[src/rtl/cal_pkg.sv]
package cal_pkg;

  localparam int NFLD = 7;

  typedef struct packed {
    logic [7:0] sec;
    logic [7:0] min;
    logic [7:0] hour;
    logic [7:0] dow;
    logic [7:0] date;
    logic [7:0] month;
    logic [7:0] year;
  } cal_time_t;

  // lowest legal value of each field, also its reset value
  function automatic logic [7:0] fld_base(input int idx);
    case (idx)
      4, 5:    fld_base = 8'h01;
      default: fld_base = 8'h00;
    endcase
  endfunction

  function automatic logic [7:0] bcd_inc(input logic [7:0] v);
    if (v[3:0] == 4'd9) bcd_inc = {v[7:4] + 4'd1, 4'd0};
    else                bcd_inc = {v[7:4], v[3:0] + 4'd1};
  endfunction

  // (10*t + o) mod 4 equals (2*t + o) mod 4
  function automatic logic leap_year(input logic [7:0] yr);
    logic [4:0] s;
    s = {yr[7:4], 1'b0} + {1'b0, yr[3:0]};
    leap_year = (s[1:0] == 2'b00);
  endfunction

  function automatic logic [7:0] month_end(input logic [7:0] mon, input logic leap);
    case (mon)
      8'h02:                      month_end = leap ? 8'h29 : 8'h28;
      8'h04, 8'h06, 8'h09, 8'h11: month_end = 8'h30;
      default:                    month_end = 8'h31;
    endcase
  endfunction

endpackage

[src/rtl/cal_prescaler.sv]
module cal_prescaler #(
  parameter int DIV_W = 15
) (
  input  logic clk,
  input  logic rst_n,
  input  logic clr,
  output logic tick
);
  logic [DIV_W-1:0] cnt_q, cnt_d;

  always_comb begin
    if (clr) cnt_d = '0;
    else     cnt_d = cnt_q + 1'b1;
  end

  always_ff @(posedge clk or negedge rst_n) begin
    if (!rst_n) cnt_q <= '0;
    else        cnt_q <= cnt_d;
  end

  assign tick = &cnt_q;
endmodule

[src/rtl/cal_bcd_wrap_counter.sv]
module cal_bcd_wrap_counter #(
  parameter logic [7:0] LO = 8'h00
) (
  input  logic       clk,
  input  logic       rst_n,
  input  logic [7:0] hi,
  input  logic       step,
  input  logic       load,
  input  logic [7:0] load_val,
  output logic [7:0] value,
  output logic       at_top
);
  logic [7:0] val_d;

  assign at_top = (value >= hi);

  always_comb begin
    val_d = value;
    if (load)      val_d = load_val;
    else if (step) val_d = at_top ? LO : cal_pkg::bcd_inc(value);
  end

  always_ff @(posedge clk or negedge rst_n) begin
    if (!rst_n) value <= LO;
    else        value <= val_d;
  end
endmodule

[src/rtl/cal_timekeeper.sv]
module cal_timekeeper
  import cal_pkg::*;
(
  input  logic      clk,
  input  logic      rst_n,
  input  logic      tick,
  input  logic      wr_en,
  input  logic [2:0] wr_addr,
  input  logic [7:0] wr_data,
  output cal_time_t now
);
  logic [7:0] fval [NFLD];
  logic [7:0] fhi  [NFLD];
  logic       ftop [NFLD];
  logic       fstep[NFLD];
  logic       fload[NFLD];
  logic adv, sec_roll, min_roll, day_roll, date_roll, mon_roll;

  always_comb begin
    fhi[0] = 8'h59;
    fhi[1] = 8'h59;
    fhi[2] = 8'h23;
    fhi[3] = 8'h06;
    fhi[4] = month_end(fval[5], leap_year(fval[6]));
    fhi[5] = 8'h12;
    fhi[6] = 8'h99;
  end

  always_comb begin
    adv       = tick & ~wr_en;
    sec_roll  = adv & ftop[0];
    min_roll  = sec_roll & ftop[1];
    day_roll  = min_roll & ftop[2];
    date_roll = day_roll & ftop[4];
    mon_roll  = date_roll & ftop[5];
    fstep[0] = adv;
    fstep[1] = sec_roll;
    fstep[2] = min_roll;
    fstep[3] = day_roll;
    fstep[4] = day_roll;
    fstep[5] = date_roll;
    fstep[6] = mon_roll;
  end

  for (genvar i = 0; i < NFLD; i++) begin : g_fld
    assign fload[i] = wr_en && (wr_addr == 3'(i));
    cal_bcd_wrap_counter #(.LO(fld_base(i))) u_cnt (
      .clk      (clk),
      .rst_n    (rst_n),
      .hi       (fhi[i]),
      .step     (fstep[i]),
      .load     (fload[i]),
      .load_val (wr_data),
      .value    (fval[i]),
      .at_top   (ftop[i])
    );
  end

  assign now = '{sec: fval[0], min: fval[1], hour: fval[2], dow: fval[3],
                 date: fval[4], month: fval[5], year: fval[6]};
endmodule

[src/rtl/cal_snapshot.sv]
module cal_snapshot
  import cal_pkg::*;
(
  input  logic       clk,
  input  logic       rst_n,
  input  logic       cap,
  input  cal_time_t  live,
  input  logic [2:0] rd_addr,
  output cal_time_t  held,
  output logic [7:0] rd_data
);
  cal_time_t held_d;
  localparam cal_time_t SNAP_RST = '{sec: fld_base(0), min: fld_base(1), hour: fld_base(2),
                                     dow: fld_base(3), date: fld_base(4), month: fld_base(5),
                                     year: fld_base(6)};

  always_comb held_d = cap ? live : held;

  always_ff @(posedge clk or negedge rst_n) begin
    if (!rst_n) held <= SNAP_RST;
    else        held <= held_d;
  end

  always_comb begin
    case (rd_addr)
      3'd0:    rd_data = held.sec;
      3'd1:    rd_data = held.min;
      3'd2:    rd_data = held.hour;
      3'd3:    rd_data = held.dow;
      3'd4:    rd_data = held.date;
      3'd5:    rd_data = held.month;
      3'd6:    rd_data = held.year;
      default: rd_data = 8'h00;
    endcase
  end
endmodule

[src/rtl/bcd_calendar_top.sv]
module bcd_calendar_top #(
  parameter int DIV_W       = 15,
  parameter int SYNC_STAGES = 2
) (
  input  logic       clk,
  input  logic       rst_n,
  input  logic       wr_en,
  input  logic [2:0] wr_addr,
  input  logic [7:0] wr_data,
  input  logic       rd_stb,
  input  logic [2:0] rd_addr,
  output logic [7:0] rd_data,
  output logic       sec_tick
);
  logic [SYNC_STAGES-1:0] rst_pipe;
  logic                   rst_s_n;
  cal_pkg::cal_time_t     live_time, held_time;

  always_ff @(posedge clk or negedge rst_n) begin
    if (!rst_n) rst_pipe <= '0;
    else        rst_pipe <= {rst_pipe[SYNC_STAGES-2:0], 1'b1};
  end
  assign rst_s_n = rst_pipe[SYNC_STAGES-1];

  cal_prescaler #(.DIV_W(DIV_W)) u_presc (
    .clk   (clk),
    .rst_n (rst_s_n),
    .clr   (wr_en),
    .tick  (sec_tick)
  );

  cal_timekeeper u_time (
    .clk     (clk),
    .rst_n   (rst_s_n),
    .tick    (sec_tick),
    .wr_en   (wr_en),
    .wr_addr (wr_addr),
    .wr_data (wr_data),
    .now     (live_time)
  );

  cal_snapshot u_snap (
    .clk     (clk),
    .rst_n   (rst_s_n),
    .cap     (rd_stb),
    .live    (live_time),
    .rd_addr (rd_addr),
    .held    (held_time),
    .rd_data (rd_data)
  );
endmodule

[config.mk]
export PLATFORM = sky130hd
export DESIGN_NAME = bcd_calendar_top
export DESIGN_NICKNAME = d
export VERILOG_FILES = /design/src/rtl/cal_pkg.sv /design/src/rtl/cal_prescaler.sv /design/src/rtl/cal_bcd_wrap_counter.sv /design/src/rtl/cal_timekeeper.sv /design/src/rtl/cal_snapshot.sv /design/src/rtl/bcd_calendar_top.sv
export SDC_FILE = /design/constraint.sdc
export NUM_CORES = 1
export LEC_CHECK = 0
export BUFFER_PORTS_ARGS = -buffer_cell sky130_fd_sc_hd__buf_2
export CAP_MARGIN = 15
export CORE_MARGIN = 2
export CORE_UTILIZATION = 62
export DETAILED_ROUTE_END_ITERATION = 12
export HOLD_SLACK_MARGIN = 0.08
export PLACE_DENSITY = 0.8
export SLEW_MARGIN = 15
export SYNTH_ARGS = -nofsm -noshare
export SYNTH_HDL_FRONTEND = slang
export SYNTH_SLANG_ARGS = --single-unit
[constraint.sdc]
create_clock -name clk -period 5.1 [get_ports clk]
set_input_delay 0.51 -clock clk [delete_from_list [all_inputs] [get_ports clk]]
set_output_delay 0.51 -clock clk [all_outputs]
set_load 0.02 [all_outputs]
# [Yosys cells after proc, flatten, opt, wreduce, memory -nomap -nowiden]
# Cells that the tools add are included.
[totals] output_inout_bits=9 mem_bits_rw=0 rom_bits=0 register_bits=129 memories=0 in_bits=18 wordCells=142 latchBits=0
[op_classes] div=0 order_cmp=7 n_eq_ne=24 n_bitwise=7 shifts=0 mul=0 n_mux=32 addsub=16 n_reduce_logical=33
[ops] op="$mux 8" n=28
[ops] op="$add 4x1->4 const B" n=14
[ops] op="$pmux 8 s7" n=1
[ops] op="$eq 4x4->1 const B" n=7
[ops] op="$reduce_bool 3->1" n=7
[ops] op="$eq 3x3->1 const B" n=6
[ops] op="$eq 8x3->1 const B" n=2
[ops] op="$ge 8x7->1 const B" n=2
[ops] op="$pmux 8 s2" n=1
[ops] op="$add 15x1->15 const B" n=1
[ops] op="$mux 15" n=1
[ops] op="$reduce_and 15->1" n=1
[ops] op="$reduce_and 2->1" n=7
[ops] op="$reduce_bool 2->1" n=7
[ops] op="$eq 3x2->1 const B" n=4
[ops] op="$eq 8x2->1 const B" n=1
[ops] op="$eq 8x4->1 const B" n=1
[ops] op="$eq 8x5->1 const B" n=1
[ops] op="$ge 8x3->1 const B" n=1
[ops] op="$ge 8x5->1 const B" n=1
[ops] op="$ge 8x6->1 const B" n=1
[ops] op="$ge 8x8->1" n=1
[ops] op="$ge 8x8->1 const B" n=1
[ops] op="$logic_and 1x1->1" n=7
[ops] op="8 further kinds" n=15

# [Logic depth before layout (Yosys ltp)]
[logic_depth] depth_word=9 ltp_mapped=14 depth_no_buf=13

# [Modules after synthesis]
# From an unflattened synthesis, not the netlist that was laid out.
[unflattened] cells_unflattened=903 hier_area_um2=9077.5
[by_module_without_submodules] mod="cal_bcd_wrap_counter (u_time.g_fld[0].u_cnt ...)" seq_area_each_um2=200.2 cells_each=87 area_each_um2=783.3 n_inst=5
[by_module_without_submodules] mod="cal_snapshot" seq_area_each_um2=1403.8 cells_each=182 area_each_um2=2588.7 n_inst=1
[by_module_without_submodules] mod="cal_bcd_wrap_counter (u_time.g_fld[4].u_cnt ...)" seq_area_each_um2=201.4 cells_each=88 area_each_um2=787.0 n_inst=2
[by_module_without_submodules] mod="cal_prescaler" seq_area_each_um2=375.4 cells_each=76 area_each_um2=755.7 n_inst=1
[by_module_without_submodules] mod="cal_timekeeper" seq_area_each_um2=0.0 cells_each=31 area_each_um2=188.9 n_inst=1
[by_module_without_submodules] mod="bcd_calendar_top" seq_area_each_um2=50.0 cells_each=3 area_each_um2=53.8 n_inst=1

# [Least setup slack after synthesis]
# No wires, ideal clock.
[synth_timing] path_type="reg2reg" start="reg u_time.g_fld[5].u_cnt.value[0]" end="reg u_time.g_fld[6].u_cnt.value[4]" path_stages_with_launch=14 t_arrival_ns=3.277 period_less_slack_ns=3.403 setup_time_ns=0.126 path_buffers=2 slack_ns=1.697 cell_sequence="dfstp_2 -> clkbuf_1 -> nor2b_1 -> and3_1 -> a21oi_1 -> o32a_1 -> ha_1 -> or4b_2 -> a21oi_1 -> o21ai_0 -> buf_2 -> nand4_1 -> nor3_1 -> a221o_1"
[synth_between] elab_chain_len=8 elab_cells_between_ends=13
[synth_lines] element="start: declaration" line="cal_bcd_wrap_counter.sv:10" source="output logic [7:0] value,"
[synth_lines] element="start signal: assignment" line="cal_bcd_wrap_counter.sv:25" source="else value <= val_d;"
[synth_lines] element="$eq 8x3->1 (tied with other cells)" line="cal_pkg.sv:36" source="case (mon)"
[synth_lines] element="$reduce_or 4->1" line="cal_pkg.sv:36"
[synth_lines] element="$pmux 8 s2" line="cal_pkg.sv:36"
[synth_lines] element="$ge 8x8->1" line="cal_bcd_wrap_counter.sv:15" source="assign at_top = (value >= hi);"
[synth_lines] element="$and 1x1->1" line="cal_timekeeper.sv:34" source="date_roll = day_roll & ftop[4];"
[synth_lines] element="$and 1x1->1 (*)" line="cal_timekeeper.sv:35" source="mon_roll = date_roll & ftop[5];"
[synth_lines] element="$reduce_bool 2->1 (no line) (*)"
[synth_lines] element="$reduce_and 2->1 (no line) (*)"
[synth_lines] element="end signal: assignment" line="cal_bcd_wrap_counter.sv:25"
[synth_lines] element="end: declaration" line="cal_bcd_wrap_counter.sv:10"
# Every way passes the cells marked *; elsewhere a longest branch is shown, timed or not.
# A chain may end at the register's enable or synchronous reset.

# [Worst setup path in the final report]
[layout_timing] start="reg u_time.g_fld[5].u_cnt.value[5]" end="reg u_time.g_fld[4].u_cnt.value[3]"
[layout_between] elab_chain_len=7 elab_cells_between_ends=11
[layout_lines] element="$eq 8x3->1 (tied with other cells)" line="cal_pkg.sv:36"
[layout_lines] element="$reduce_or 4->1" line="cal_pkg.sv:36"
[layout_lines] element="$pmux 8 s2 (*)" line="cal_pkg.sv:36"
[layout_lines] element="$ge 8x8->1 (*)" line="cal_bcd_wrap_counter.sv:15"
[layout_lines] element="$mux 8 (*) (2 in a row)" line="cal_bcd_wrap_counter.sv:20" source="else if (step) val_d = at_top ? LO : cal_pkg::bcd_inc(value);"
[layout_lines] element="$mux 8 (*)" line="cal_bcd_wrap_counter.sv:19" source="if (load) val_d = load_val;"
[layout_lines] element="end signal: assignment" line="cal_bcd_wrap_counter.sv:25"
[layout_lines] element="end: declaration" line="cal_bcd_wrap_counter.sv:10"
# Every way passes the cells marked *; elsewhere a longest branch is shown, timed or not. The select of a mux whose other input is x is not followed.

==> flow_metrics.py <==
metrics = {
    "clocking": {
        "clock-sinks": 129,
        "cts_setup_buffers": 0,
        "cts_tree": "built",
        "cts_root_buf": "clkbuf_16",
        "numCtsBuffers": 17,
        "cts_buffer_depth": 2,
        "cts.clk_slew.worst_paths_ns": 0.06,
        "htree_levels": 4,
        "holdBufCountCts": 1,
        "ctsResizeCount": 0,
        "clk_latency_ns": 0.42,
    },
    "synthesis": {
        "netlist_area_um2": 7152,
        "syn-num-nets": 740,
        "seq_area_frac_synth": 0.4521,
        "synth_edf_count": 0,
        "yosys_register_bits": 129,
        "synth_area_per_cell_um2": 10.23,
        "synthCells": 699,
        "ys_warn_count": 0,
        "synthFlopType": "dfrtp_1",
        "synth_cell_type_count": 82,
        "synthArstFlopShare": 1.000,
    },
    "worst_setup_path": {
        "start_kind": "register",
        "worstSetupEndpointType": "register",
        "cp_max_fo": 14,
        "path_class": "reg -> reg",
        "slowest_delay_ns": 0.63,
        "path_delay_family": "simple AND/OR/NAND/NOR gates",
        "required_ns": 5.43,
        "path_buf_inv": 2,
        "cp.arrival_ns": 3.92,
        "critPathSlowestCell": "or4b_2",
        "cp_cell_sequence": "inv_1, ha_1, mux2_2, and3_1, a21oi_1, o32a_1, ha_1, or4b_2, a21oi_1, o21ai_0, buf_4, or4_1, a31oi_1",
    },
    "die": {
        "die_x_um": 111.4,
        "die_h_um": 111.4,
        "start_util": 0.6317,
        "ios": 27,
        "core_area_um2": 11320,
        "die_area_um2": 12410,
        "num_rows": 39,
    },
    "layout": {
        "fin_cells": 872,
        "drive_gt1_frac": 0.2099,
        "mostFrequentLayoutCell": "dfrtp_1",
        "nets": 757,
        "diodes": 0,
        "syn_to_final_growth_pct": 11.58,
        "fillCellCount": 783,
        "mostFrequentLayoutCells": "dfrtp_1 (124), nand2_1 (62), mux2_2 (58), nor2_1 (54), o21ai_0 (44)",
    },
    "drt": {
        "ant_nets": 0,
        "drc": 0,
        "routedWlPerCell_um": 21.31,
        "viasPerCell": 6.726,
        "first_pass_iters": 6,
        "first_iter_violations": 904,
        "vias": 5865,
        "drt_wl_total_um": 18580,
    },
    "outcome": {
        "outcome": "complete, no violations",
    },
    "placement": {
        "gp_congestion": 0.9367,
        "place_inst": 839,
        "io_buffers": 26,
        "pre_cts_slack_ns": 1.532,
        "hpwl_um": 12690,
    },
    "sta": {
        "setup_violations": 0,
        "rsz0062_at_grt": "false",
        "setup_ws_ns": 1.512,
        "finalCriticalPeriod_ns": 3.588,
        "slew_headroom": 0.3527,
        "finClkSkew_ns": 0.007106,
        "fmax_mhz": 278.7,
        "worst_pin_slew_ns": 0.9637,
        "setup_tns_ns": 0,
        "hold_viol_final": 0,
        "drv_slew": 0,
        "min_period_over_period": 0.7036,
        "hold_ws_ns": 0.3502,
    },
    "power": {
        "power.total_mw": 3.491,
        "ir_drop_uv": 373.3,
        "power_density_nw_per_um2": 437.5,
        "static-leakage-power_nw": 3.493,
    },
    "run": {
        "drv_cap": 0,
    },
    "global_routing": {
        "grt_pass1_wl_um": 30280,
        "antenna_found_initial": 0,
        "grt_max_degree": 70,
        "overflow": 0,
        "grt.total_usage": 0.3149,
        "grt_pass1_vias": 5746,
    },
    "hold_path": {
        "min_path_type": "reg -> reg",
    },
}
sequential cells by signal, indices dropped and copies added (netlist names):
| name | flops |
|---|---|
| u_time.g_fld.u_cnt.value | 56 |
| u_snap.held | 56 |
| u_presc.cnt_q | 15 |
| rst_pipe | 2 |
per-stage QoR:
step                      instance area [um^2]    util
final                                     7980  0.7049
after global routing                      7980  0.7049
after CTS                                 7975  0.7045
after detailed placement                  7350  0.6492
after global placement                    7350  0.6492
after floorplan                           7152       -
cell usage after synthesis (3+ instances only):
library cell  number  share of area
dfstp_2            4          0.015
a22oi_1            5         0.0052
nor2_1            54          0.028
nand2_1           62          0.033
o221ai_1           4         0.0049
and2_1             3         0.0026
a21o_1             7         0.0073
a21oi_1           37          0.026
or3_1              6         0.0052
xor2_1            10          0.012
nand2b_1           3         0.0026
nor3b_1            5         0.0052
o21a_1             4         0.0042
nor3_1            15          0.010
mux2i_1           14          0.020
buf_1              3         0.0016
clkbuf_1          24          0.013
a221o_1            7         0.0098
a221oi_1           3         0.0037
buf_4              3         0.0031
nand4_1           10         0.0087
o31ai_1            3         0.0031
ha_1              23          0.040
mux2_2            58          0.091
a31oi_1           14          0.012
o21ai_1            3         0.0021
nor4_4             3         0.0089
dfrtp_1          125           0.44
inv_1             20          0.010
and3_1             5         0.0044
o21ai_0           44          0.031
a211oi_1           8         0.0084
nand3b_1           8         0.0084
o22ai_1            4         0.0035
nor2b_1           10         0.0087
a22o_1            12          0.015
nand3_1           17          0.012
per-layer routing:
| layer | vias to the layer above | wire length [um] | track usage | share of wire |
|---|---|---|---|---|
| met1 | 2924 | 7691 | 0.4196 | 0.41 |
| met5 | - | 0 | 0 | 0 |
| met3 | 58 | 1412 | 0.07784 | 0.076 |
| li1 | 2633 | - | - | - |
| met2 | 250 | 8825 | 0.4898 | 0.47 |
| met4 | 0 | 651 | 0.1490 | 0.035 |
where the power goes:
group,total (mW),internal (mW),switching [mW]
logic,0.711,0.334,0.377
clock network,1.26,0.816,0.441
registers,1.52,1.25,0.270
worst register-to-register path: cells and delay by family, from the launching register on:
family	cells	cell delay [ns]
AO/OA/AOI/OAI	5	0.74
multiplexers	1	0.27
flip-flops	1	0.44
AND/OR/NAND/NOR	3	1.29
buffers and inverters	2	0.30
adder cells (fa/ha/maj)	2	0.48
cell families after synthesis:
group                    after synthesis  synth area share
other                                  1         0.0005243
AND/OR/NAND/NOR                      229            0.1760
flip-flops                           129            0.4521
buffers and inverters                 54           0.03131
adder cells (fa/ha/maj)               23           0.04024
AO/OA/AOI/OAI                        177            0.1680
XOR/XNOR                              12           0.01470
multiplexers                          74            0.1172
area by class of cell:
| type | count | area (um^2) | share of cell area |
|---|---|---|---|
| Clock inverter | 10 | 131.4 | 0.01646 |
| Clock buffer | 22 | 484.2 | 0.06068 |
| Sequential cell | 129 | 3237 | 0.4056 |
| Timing Repair Buffer | 31 | 170.2 | 0.02132 |
| Tap cell | 143 | 178.9 | 0.02242 |
| Inverter | 21 | 78.83 | 0.009878 |
| Multi-Input combinational cell | 516 | 3700 | 0.4636 |
final timing paths:
kind,start,to,slack (ns),depth (start not counted)
max,u_time.g_fld[5].u_cnt.value[5]$_DFFE_PN0P_,u_time.g_fld[4].u_cnt.value[3]$_DFFE_PN0P_,1.51,13
min,rst_pipe[0]$_DFF_PN0_,rst_pipe[1]$_DFF_PN0_,0.35,0
max reg2reg,u_time.g_fld[5].u_cnt.value[5]$_DFFE_PN0P_,u_time.g_fld[4].u_cnt.value[3]$_DFFE_PN0P_,1.51,13
min reg2reg,rst_pipe[0]$_DFF_PN0_,rst_pipe[1]$_DFF_PN0_,0.35,0
max in group asynchronous,rst_pipe[1]$_DFF_PN0_,u_snap.held[22]$_DFFE_PN0P_,3.31,1
min in group asynchronous,rst_n,rst_pipe[1]$_DFF_PN0_,0.40,2
Note: power is estimated with default switching activity, not from simulation.
